--- config.mk ---
export PLATFORM = sky130hd
export DESIGN_NAME = pll_lock_filter
export DESIGN_NICKNAME = d
export VERILOG_FILES = /design/src/rtl/ld_pkg.sv /design/src/rtl/ld_phase_path.sv /design/src/rtl/ld_lock_ctrl.sv /design/src/rtl/pll_lock_filter.sv
export SDC_FILE = /design/constraint.sdc
export NUM_CORES = 1
export LEC_CHECK = 0
export ABC_CLOCK_PERIOD_IN_PS = 3400
export BUFFER_PORTS_ARGS = -buffer_cell sky130_fd_sc_hd__buf_2
export CAP_MARGIN = 15
export CELL_PAD_IN_SITES_DETAIL_PLACEMENT = 0
export CELL_PAD_IN_SITES_GLOBAL_PLACEMENT = 1
export CORE_ASPECT_RATIO = 0.9
export CORE_MARGIN = 2
export CORE_UTILIZATION = 47
export DETAILED_ROUTE_END_ITERATION = 6
export PLACE_DENSITY = 0.76
export SYNTH_ARGS = -nofsm -noshare
export SYNTH_HDL_FRONTEND = slang
export SYNTH_SLANG_ARGS = --single-unit
--- constraint.sdc ---
create_clock -name clk -period 3.4 [get_ports clk]
set_input_delay 0.51 -clock clk [delete_from_list [all_inputs] [get_ports clk]]
set_output_delay 0.51 -clock clk [all_outputs]
set_load 0.005 [all_outputs]
--- src/rtl/ld_pkg.sv ---
package ld_pkg;
  // Strobes from the phase timing path to the lock control.
  typedef struct packed {
    logic cmp;   // a decimated compare happens this cycle
    logic good;  // error below the lock window
    logic bad;   // error above the unlock window, or a timeout
  } ld_strobe_t;
endpackage

--- src/rtl/ld_phase_path.sv ---
module ld_phase_path
  import ld_pkg::*;
#(
  parameter int TIMEOUT    = 20,
  parameter int LOCK_WIN   = 2,
  parameter int UNLOCK_WIN = 2,
  parameter int DECIM      = 64
) (
  input  logic       clk,
  input  logic       rstN,
  input  logic       powerDown,
  input  logic       refPulse,
  input  logic       fbPulse,
  output ld_strobe_t strobe
);
  localparam int TMR_W = $clog2(TIMEOUT + 1);
  localparam logic [TMR_W-1:0] TMR_LAST = TMR_W'(TIMEOUT);
  localparam int DEC_W = $clog2(DECIM);
  localparam logic [DEC_W-1:0] DEC_LAST = DEC_W'(DECIM - 1);

  logic refQ, fbQ, pending, leadRef;
  logic [TMR_W-1:0] timer;
  logic [DEC_W-1:0] decCnt;
  logic refEdge, fbEdge, partnerEdge;
  logic pairDone, pairLate;
  logic [TMR_W-1:0] pairErr;

  assign refEdge     = refPulse & ~refQ;
  assign fbEdge      = fbPulse & ~fbQ;
  assign partnerEdge = leadRef ? fbEdge : refEdge;

  // Close a pair on the partner edge, on a timeout, or on coincident edges.
  always_comb begin
    pairDone = 1'b0;
    pairLate = 1'b0;
    pairErr  = '0;
    if (pending) begin
      if (partnerEdge) begin
        pairDone = 1'b1;
        pairErr  = timer;
      end else if (timer == TMR_LAST) begin
        pairDone = 1'b1;
        pairLate = 1'b1;
        pairErr  = timer;
      end
    end else if (refEdge && fbEdge) begin
      pairDone = 1'b1;
    end
  end

  always_ff @(posedge clk) begin
    if (!rstN || powerDown) begin
      refQ    <= 1'b0;
      fbQ     <= 1'b0;
      pending <= 1'b0;
      leadRef <= 1'b0;
      timer   <= '0;
      decCnt  <= '0;
      strobe  <= '0;
    end else begin
      refQ <= refPulse;
      fbQ  <= fbPulse;
      if (pending) begin
        if (pairDone) pending <= 1'b0;
        else          timer   <= timer + 1'b1;
      end else if (refEdge ^ fbEdge) begin
        pending <= 1'b1;
        leadRef <= refEdge;
        timer   <= TMR_W'(1);
      end
      if (pairDone) decCnt <= (decCnt == DEC_LAST) ? '0 : decCnt + 1'b1;
      strobe.cmp  <= pairDone && (decCnt == DEC_LAST);
      strobe.good <= !pairLate && (int'(pairErr) < LOCK_WIN);
      strobe.bad  <= pairLate || (int'(pairErr) > UNLOCK_WIN);
    end
  end

  // The pair timer never runs past the timeout.
  assert_timer_bound_R7: assert property (@(posedge clk) disable iff (!rstN)
    timer <= TMR_LAST);

  // A measured error never exceeds the timeout.
  assert_err_bound_R1: assert property (@(posedge clk) disable iff (!rstN)
    pairDone |-> (pairErr <= TMR_LAST));

  // A compare strobe only follows a pair that has just closed.
  assert_cmp_after_pair_R2: assert property (@(posedge clk) disable iff (!rstN)
    strobe.cmp |-> $past(pairDone));
endmodule

--- src/rtl/ld_lock_ctrl.sv ---
module ld_lock_ctrl
  import ld_pkg::*;
#(
  parameter int GOOD_RUN = 4
) (
  input  logic       clk,
  input  logic       rstN,
  input  logic       powerDown,
  input  logic       ldEnable,
  input  ld_strobe_t strobe,
  output logic       lockOut
);
  localparam int RUN_W = $clog2(GOOD_RUN + 1);
  localparam logic [RUN_W-1:0] RUN_MAX = RUN_W'(GOOD_RUN);

  logic [RUN_W-1:0] runCnt;
  logic locked;

  always_ff @(posedge clk) begin
    if (!rstN || powerDown) begin
      runCnt <= '0;
      locked <= 1'b0;
    end else if (strobe.cmp) begin
      if (strobe.good) begin
        if (runCnt != RUN_MAX) runCnt <= runCnt + 1'b1;
        if (runCnt >= RUN_MAX - 1'b1) locked <= 1'b1;
      end else begin
        runCnt <= '0;
        if (strobe.bad) locked <= 1'b0;
      end
    end
  end

  assign lockOut = locked & ldEnable & ~powerDown;

  // Lock only rises right after a good compare.
  assert_rise_on_good_R3: assert property (@(posedge clk) disable iff (!rstN)
    $rose(locked) |-> $past(strobe.cmp && strobe.good));

  // A non-good compare restarts the run.
  assert_run_restart_R4: assert property (@(posedge clk) disable iff (!rstN)
    (strobe.cmp && !strobe.good && !powerDown) |=> (runCnt == '0));

  // A bad compare drops lock on the next cycle.
  assert_bad_unlocks_R5: assert property (@(posedge clk) disable iff (!rstN)
    (strobe.cmp && strobe.bad) |=> !locked);

  // Power-down clears the run and the lock state.
  assert_powerdown_clear_R9: assert property (@(posedge clk) disable iff (!rstN)
    powerDown |=> (!locked && runCnt == '0));
endmodule

--- src/rtl/pll_lock_filter.sv ---
module pll_lock_filter
  import ld_pkg::*;
#(
  parameter int TIMEOUT    = 20,
  parameter int LOCK_WIN   = 2,
  parameter int UNLOCK_WIN = 2,
  parameter int DECIM      = 64,
  parameter int GOOD_RUN   = 4
) (
  input  logic clk,
  input  logic rstN,
  input  logic powerDown,
  input  logic ldEnable,
  input  logic refPulse,
  input  logic fbPulse,
  output logic lockOut
);
  ld_strobe_t strobe;

  ld_phase_path #(
    .TIMEOUT(TIMEOUT), .LOCK_WIN(LOCK_WIN),
    .UNLOCK_WIN(UNLOCK_WIN), .DECIM(DECIM)
  ) u_path (
    .clk(clk), .rstN(rstN), .powerDown(powerDown),
    .refPulse(refPulse), .fbPulse(fbPulse), .strobe(strobe)
  );

  ld_lock_ctrl #(.GOOD_RUN(GOOD_RUN)) u_ctrl (
    .clk(clk), .rstN(rstN), .powerDown(powerDown),
    .ldEnable(ldEnable), .strobe(strobe), .lockOut(lockOut)
  );
endmodule

; Word-level counts from Yosys, hierarchy flattened
; Cells that the tools add are included.
[word_totals]
reg_bits = 22
inputBits = 6
output_inout_bits = 1
elab_cells = 67
[op_classes]
add_sub_neg = 3
magnitude_cmp = 3
eq_ne = 6
n_mux = 22
bitwise_logic = 9
reduce_logical = 13
[op_table]
columns = operator, n
row1 = 5-bit two-way mux, 6
row2 = 1-bit two-way mux, 13
row3 = 6-bit by 1-bit adder with 6-bit output (second input constant), 1
row4 = 6-bit equality test (second input constant), 1
row5 = 3-bit two-way mux, 2
row6 = 6-bit two-way mux, 1
row7 = 2-bit AND reduction, 3
row8 = 5-bit by 1-bit adder with 5-bit output (second input constant), 1
row9 = 5-bit equality test (second input constant), 1
row10 = 5-bit by 2-bit > comparator with 1-bit output (second input constant), 1
row11 = 5-bit by 2-bit less-than comparator with 1-bit output (second input constant), 1
row12 = 1-bit AND, 4
row13 = 2-bit by 1-bit inequality test with 1-bit output (second input constant), 2
row14 = 1-bit NOT, 4
row15 = 2-bit nonzero test, 2
row16 = 3-bit by 1-bit adder with 3-bit output (second input constant), 1
row17 = 3-bit by 2-bit >= comparator with 1-bit output (second input constant), 1
row18 = 1-bit logical AND, 3
row19 = 3-bit inequality test (second input constant), 1
row20 = 3-bit AND reduction, 1
row21 = 1-bit zero test, 2
row22 = 1-bit logical OR, 2
row23 = 2-bit inequality test (second input constant), 1
row24 = 1-bit XOR, 1

; Longest topological paths before layout
[depth]
depth_word = 7
ltp_mapped = 7
mapped_depth_nobuf = 6

; Cells and area by module
; Synthesis repeated with hierarchy kept, for this count alone.
[unflattened]
cells_unflattened = 131
hier_area_um2 = 1144.8
[by_module_without_submodules]
columns = mod, instances, cells_per_inst, area_per_inst_um2, seq_area_each_um2
row1 = ld_phase_path, 1, 101, 888.4, 360.3
row2 = ld_lock_ctrl, 1, 30, 256.5, 80.1

; Least setup slack after synthesis
; Ideal clock, no wire load.
[synth_timing]
path_kind = in2reg
start = input refPulse
end = register u_path.decCnt[3]
setup_time_ns = 0.119
arrival_time_ns = 1.754
required_ns = 3.281
setup_slack_ns = 1.527
path_stages = 6
n_path_buf = 2
cell_sequence = or3b_1 -> buf_6 -> and4_4 -> buf_6 -> o31a_1 -> o221a_1
[synth_via]
elab_chain_len = 4
word_cells_on_any_way = 6
classes_between = 4 x mux / 1 x bitwise / 1 x reduce/logical
[synth_lines]
columns = item, line_no
row1 = from (decl), pll_lock_filter.sv:14  ; input logic refPulse,
row2 = 1-bit AND *, ld_phase_path.sv:28  ; assign refEdge = refPulse & ~refQ;
row3 = 1-bit two-way mux / 1-bit logical AND (equally long branches), "ld_phase_path.sv:30, ld_phase_path.sv:46"
row4 = 1-bit two-way mux (on tied branches), "ld_phase_path.sv:38, ld_phase_path.sv:46"
row5 = 1-bit two-way mux *, ld_phase_path.sv:37  ; if (pending) begin
row6 = to (signal assigned), ld_phase_path.sv:71  ; if (pairDone) decCnt <= (decCnt == DEC_LAST) ? '0 : decCnt + 1'b1;
row7 = to (decl), ld_phase_path.sv:23  ; logic [DEC_W-1:0] decCnt;
; Mark *: on every way between the ends. The rest lies on a longest branch, timed or not.
; A chain may end at the register's enable or synchronous reset.

; Worst setup path after layout
[layout_timing]
start = register u_path.timer[0]
end = register u_path.timer[4]
[layout_via]
elab_chain_len = 6
word_cells_on_any_way = 9
classes_between = 1 x add/sub / 2 x eq/ne / 5 x mux / 1 x reduce/logical
[layout_lines]
columns = item, line_no
row1 = from (decl), ld_phase_path.sv:22  ; logic [TMR_W-1:0] timer;
row2 = from (signal assigned), ld_phase_path.sv:65  ; else timer <= timer + 1'b1;
row3 = 5-bit equality test, ld_phase_path.sv:41  ; end else if (timer == TMR_LAST) begin
row4 = 1-bit two-way mux, ld_phase_path.sv:41
row5 = 1-bit two-way mux, ld_phase_path.sv:38  ; if (partnerEdge) begin
row6 = 1-bit two-way mux, ld_phase_path.sv:37
row7 = 2-bit inequality test (no source line), -
row8 = 2-bit AND reduction (no source line), -
; Several ways; a longest one is shown, not always the timed one. The select of a mux whose other input is x is not followed.

==> flow_metrics.tcl <==
set metrics [dict create \
    status "finished, final reports clean" \
    fillers 219 \
    clk_latency_ps 310 \
    hold_path_depth 2 \
    relSlewSlack_pct 51.07 \
    cts.reportedPaths.clkPinSlew_ps 120 \
    grt_max_degree 16 \
    io_pins 7 \
    drv_slew 0 \
    clock_path_buffers 2 \
    via_per_inst 5.604 \
    synth_area_per_cell_um2 8.596 \
    post_cts_buffers 0 \
    post_cts_resize_count 0 \
    end_kind "flop" \
    worstPathMaxFanout 6 \
    routed_wl_um 2077 \
    crit_family "simple AND/OR/NAND/NOR gates" \
    cts_tree "done" \
    cts-root-buf "clkbuf_4" \
    power_mw 0.4549 \
    postSynthCellCount 131 \
    dp.cells 160 \
    design_area_mm2 0.001196 \
    cts.sinks 22 \
    crit_slowest_cell "or3_1" \
    netlist_area_mm2 0.001126 \
    finalSetupViolCount 0 \
    die_area_mm2 0.002804 \
    hold_start "refPulse" \
    netSwitchingFraction_pct 24.62 \
    globalplace.congestion 0.8205 \
    nNetsFinal 151 \
    fin_setup_tns_ps 0 \
    syn-num-nets 144 \
    ys_warn_count 0 \
    numCtsBuffers 3 \
    power_switching_mw 0.1120 \
    drt_first_pass_iters 6 \
    finalCritPeriodShare_pct 53.31 \
    r2r_cells 6 \
    core_mm2 0.002222 \
    timing.rr.start "u_path.timer[0]" \
    ir_worst_vdd_mv 0.3133 \
    worst_path_largest_cell_delay_ps 420 \
    dp_hpwl_um 1507 \
    drc_errors 0 \
    critPathBufInv 1 \
    sequentialPowerShare_pct 58.8 \
    powerDensity_mw_per_mm2 380.3 \
    vias 919 \
    worstPathArrival_ps 2040 \
    start_util_pct 50.68 \
    hold_class "in -> reg" \
    die_x_um 55.60 \
    power_frac_comb_pct 8.9 \
    hold-path-endpoint "u_path.refQ" \
    place_area_mm2 0.001160 \
    r2r-end "u_path.timer[4]" \
    rsz0062_at_grt "false" \
    grt_pass1_wl_um 3726 \
    first_global_vias 853 \
    required_ps 3630 \
    skew_ps 0.7395 \
    final_common_cell "dfxtp_1" \
    fmax_ghz 0.5517 \
    die_y_um 50.44 \
    post_drt_wl_per_cell_um 12.66 \
    antenna_found_initial 0 \
    seq_area_frac_synth_pct 39.11 \
    final.min_clock_period_ps 1812 \
    h-tree-depth 1 \
    drt_iter0_drc 37 \
    cp_cell_sequence "inv_1 -> ha_1 -> nand4b_4 -> nand4_1 -> or3_1 -> a211oi_1" \
    cp-start-kind "flop" \
    areaGrowthSynthToFinish_pct 6.222 \
    layout_common_cells "dfxtp_1, nand2_1, a21oi_1" \
    setup.worst_path.class "reg -> reg" \
    rows 16 \
    power_leakage_nw 0.4959 \
    num_antenna_cells 0 \
    portBuffers 6 \
    internal_power_mw 0.3429 \
    r2r_slack_ps 1590 \
    ys_types 32 \
    overflow 0 \
    pwr-share-clk_pct 32.3 \
    drive_gt1_share_pct 10.95 \
    worst_pin_slew_ps 732.5 \
    worst_hold_slack_ps 418.0 \
    hold_violations 0 \
    layoutNonFillerInstCount 164 \
    ant_nets 0 \
    gr-usage-all-layers_pct 16.89 \
    drv_cap 0 \
    hold_buffers 0 \
    synth-seq-cells 22 \
]
-- power groups by stage --
stage | combinational (mW) | clock, mW | sequential [mW]
3_3_place_gp | 0.0394 | 0 | 0.273
5_1_grt | 0.0461 | 0.162 | 0.268
4_1_cts | 0.0407 | 0.154 | 0.268
3_5_place_dp | 0.0405 | 0 | 0.273
6_report | 0.0406 | 0.147 | 0.268
2_1_floorplan | 0.0331 | 0 | 0.272
-- sequential cells by signal, summed over array words and instances (netlist names) --
signal	cells
u_path.decCnt	6
u_path.timer	5
u_ctrl.runCnt	3
u_path.strobe	3
u_ctrl.locked	1
u_path.fbQ	1
u_path.leadRef	1
u_path.pending	1
u_path.refQ	1
-- logic make-up (layout without fill, tap and decap cells) --
logic type                 after synthesis  after routing  share of synthesized area [%]
adders and majority gates                7              7                          7.777
and+or+nand+nor                         61             61                          28.78
muxes                                    2              2                          1.778
AOI/OAI and AO/OA                       29             29                          17.44
DFF                                     22             22                          39.11
xor gates and xnor gates                 1              1                         0.7779
buffers and inverters                    9             15                          4.334
-- metrics by stage --
step                      utilization [%]  setup slack, ps
after floorplan                         -             1527
after global placement              52.20             1469
after detailed placement            52.20             1448
after CTS                           53.83             1561
after global routing                53.83             1448
final                               53.83             1588
-- worst max path at each step --
stage	endpoint	start	cells past startpoint
global route	u_path.timer[4]	u_path.timer[0]	6
CTS	u_path.timer[4]	u_path.timer[0]	6
detailed placement	u_path.decCnt[5]	refPulse	5
finish	u_path.timer[4]	u_path.timer[0]	6
global placement	u_path.decCnt[3]	refPulse	5
floorplan	u_path.decCnt[3]	refPulse	6
-- cell usage after synthesis --
master     n  share of area [%]
nor4_1     1               0.56
or3_1      3                1.7
and2_1     2                1.1
o221a_1    1                1.0
inv_1      5                1.7
a31o_2     2                1.6
nor3_1     2               0.89
buf_6      2                2.0
dfxtp_1   22                 39
mux2i_1    2                1.8
nand2_1   19                6.3
nand3_1    9                4.0
a211oi_1   2                1.3
clkbuf_1   2               0.67
nand2b_1   2                1.1
a41oi_1    1               0.78
nand3b_1   3                2.0
or3b_1     1               0.78
nor2b_1    5                2.8
nor2_1    10                3.3
nand4_1    2                1.1
a41oi_2    1                1.4
o211a_1    1               0.89
and4_4     1                1.0
a21oi_1   11                4.9
o41ai_1    1               0.78
a31oi_1    4                2.2
ha_1       7                7.8
o31a_1     1               0.78
nand4b_4   1                2.1
o21ai_0    4                1.8
xor2_1     1               0.78
-- final cells by class --
| class | count | area, um^2 | share of cell area, % |
|---|---|---|---|
| clock buffer | 4 | 36.28 | 3.033 |
| inverter | 5 | 18.77 | 1.569 |
| multi-input combinational | 100 | 636.9 | 53.24 |
| sequential | 22 | 440.4 | 36.82 |
| tap | 27 | 33.78 | 2.824 |
| timing repair buffer | 6 | 30.03 | 2.510 |
-- routing by layer --
metal | track usage, % | up-vias | part of all wire, %
met5 | 0 | - | 0
met4 | 4.065 | 0 | 0.63
met3 | 5.412 | 2 | 4.4
met2 | 26.19 | 20 | 45
met1 | 22.88 | 414 | 49
li1 | - | 483 | -
(Power assumes the default switching activity.)
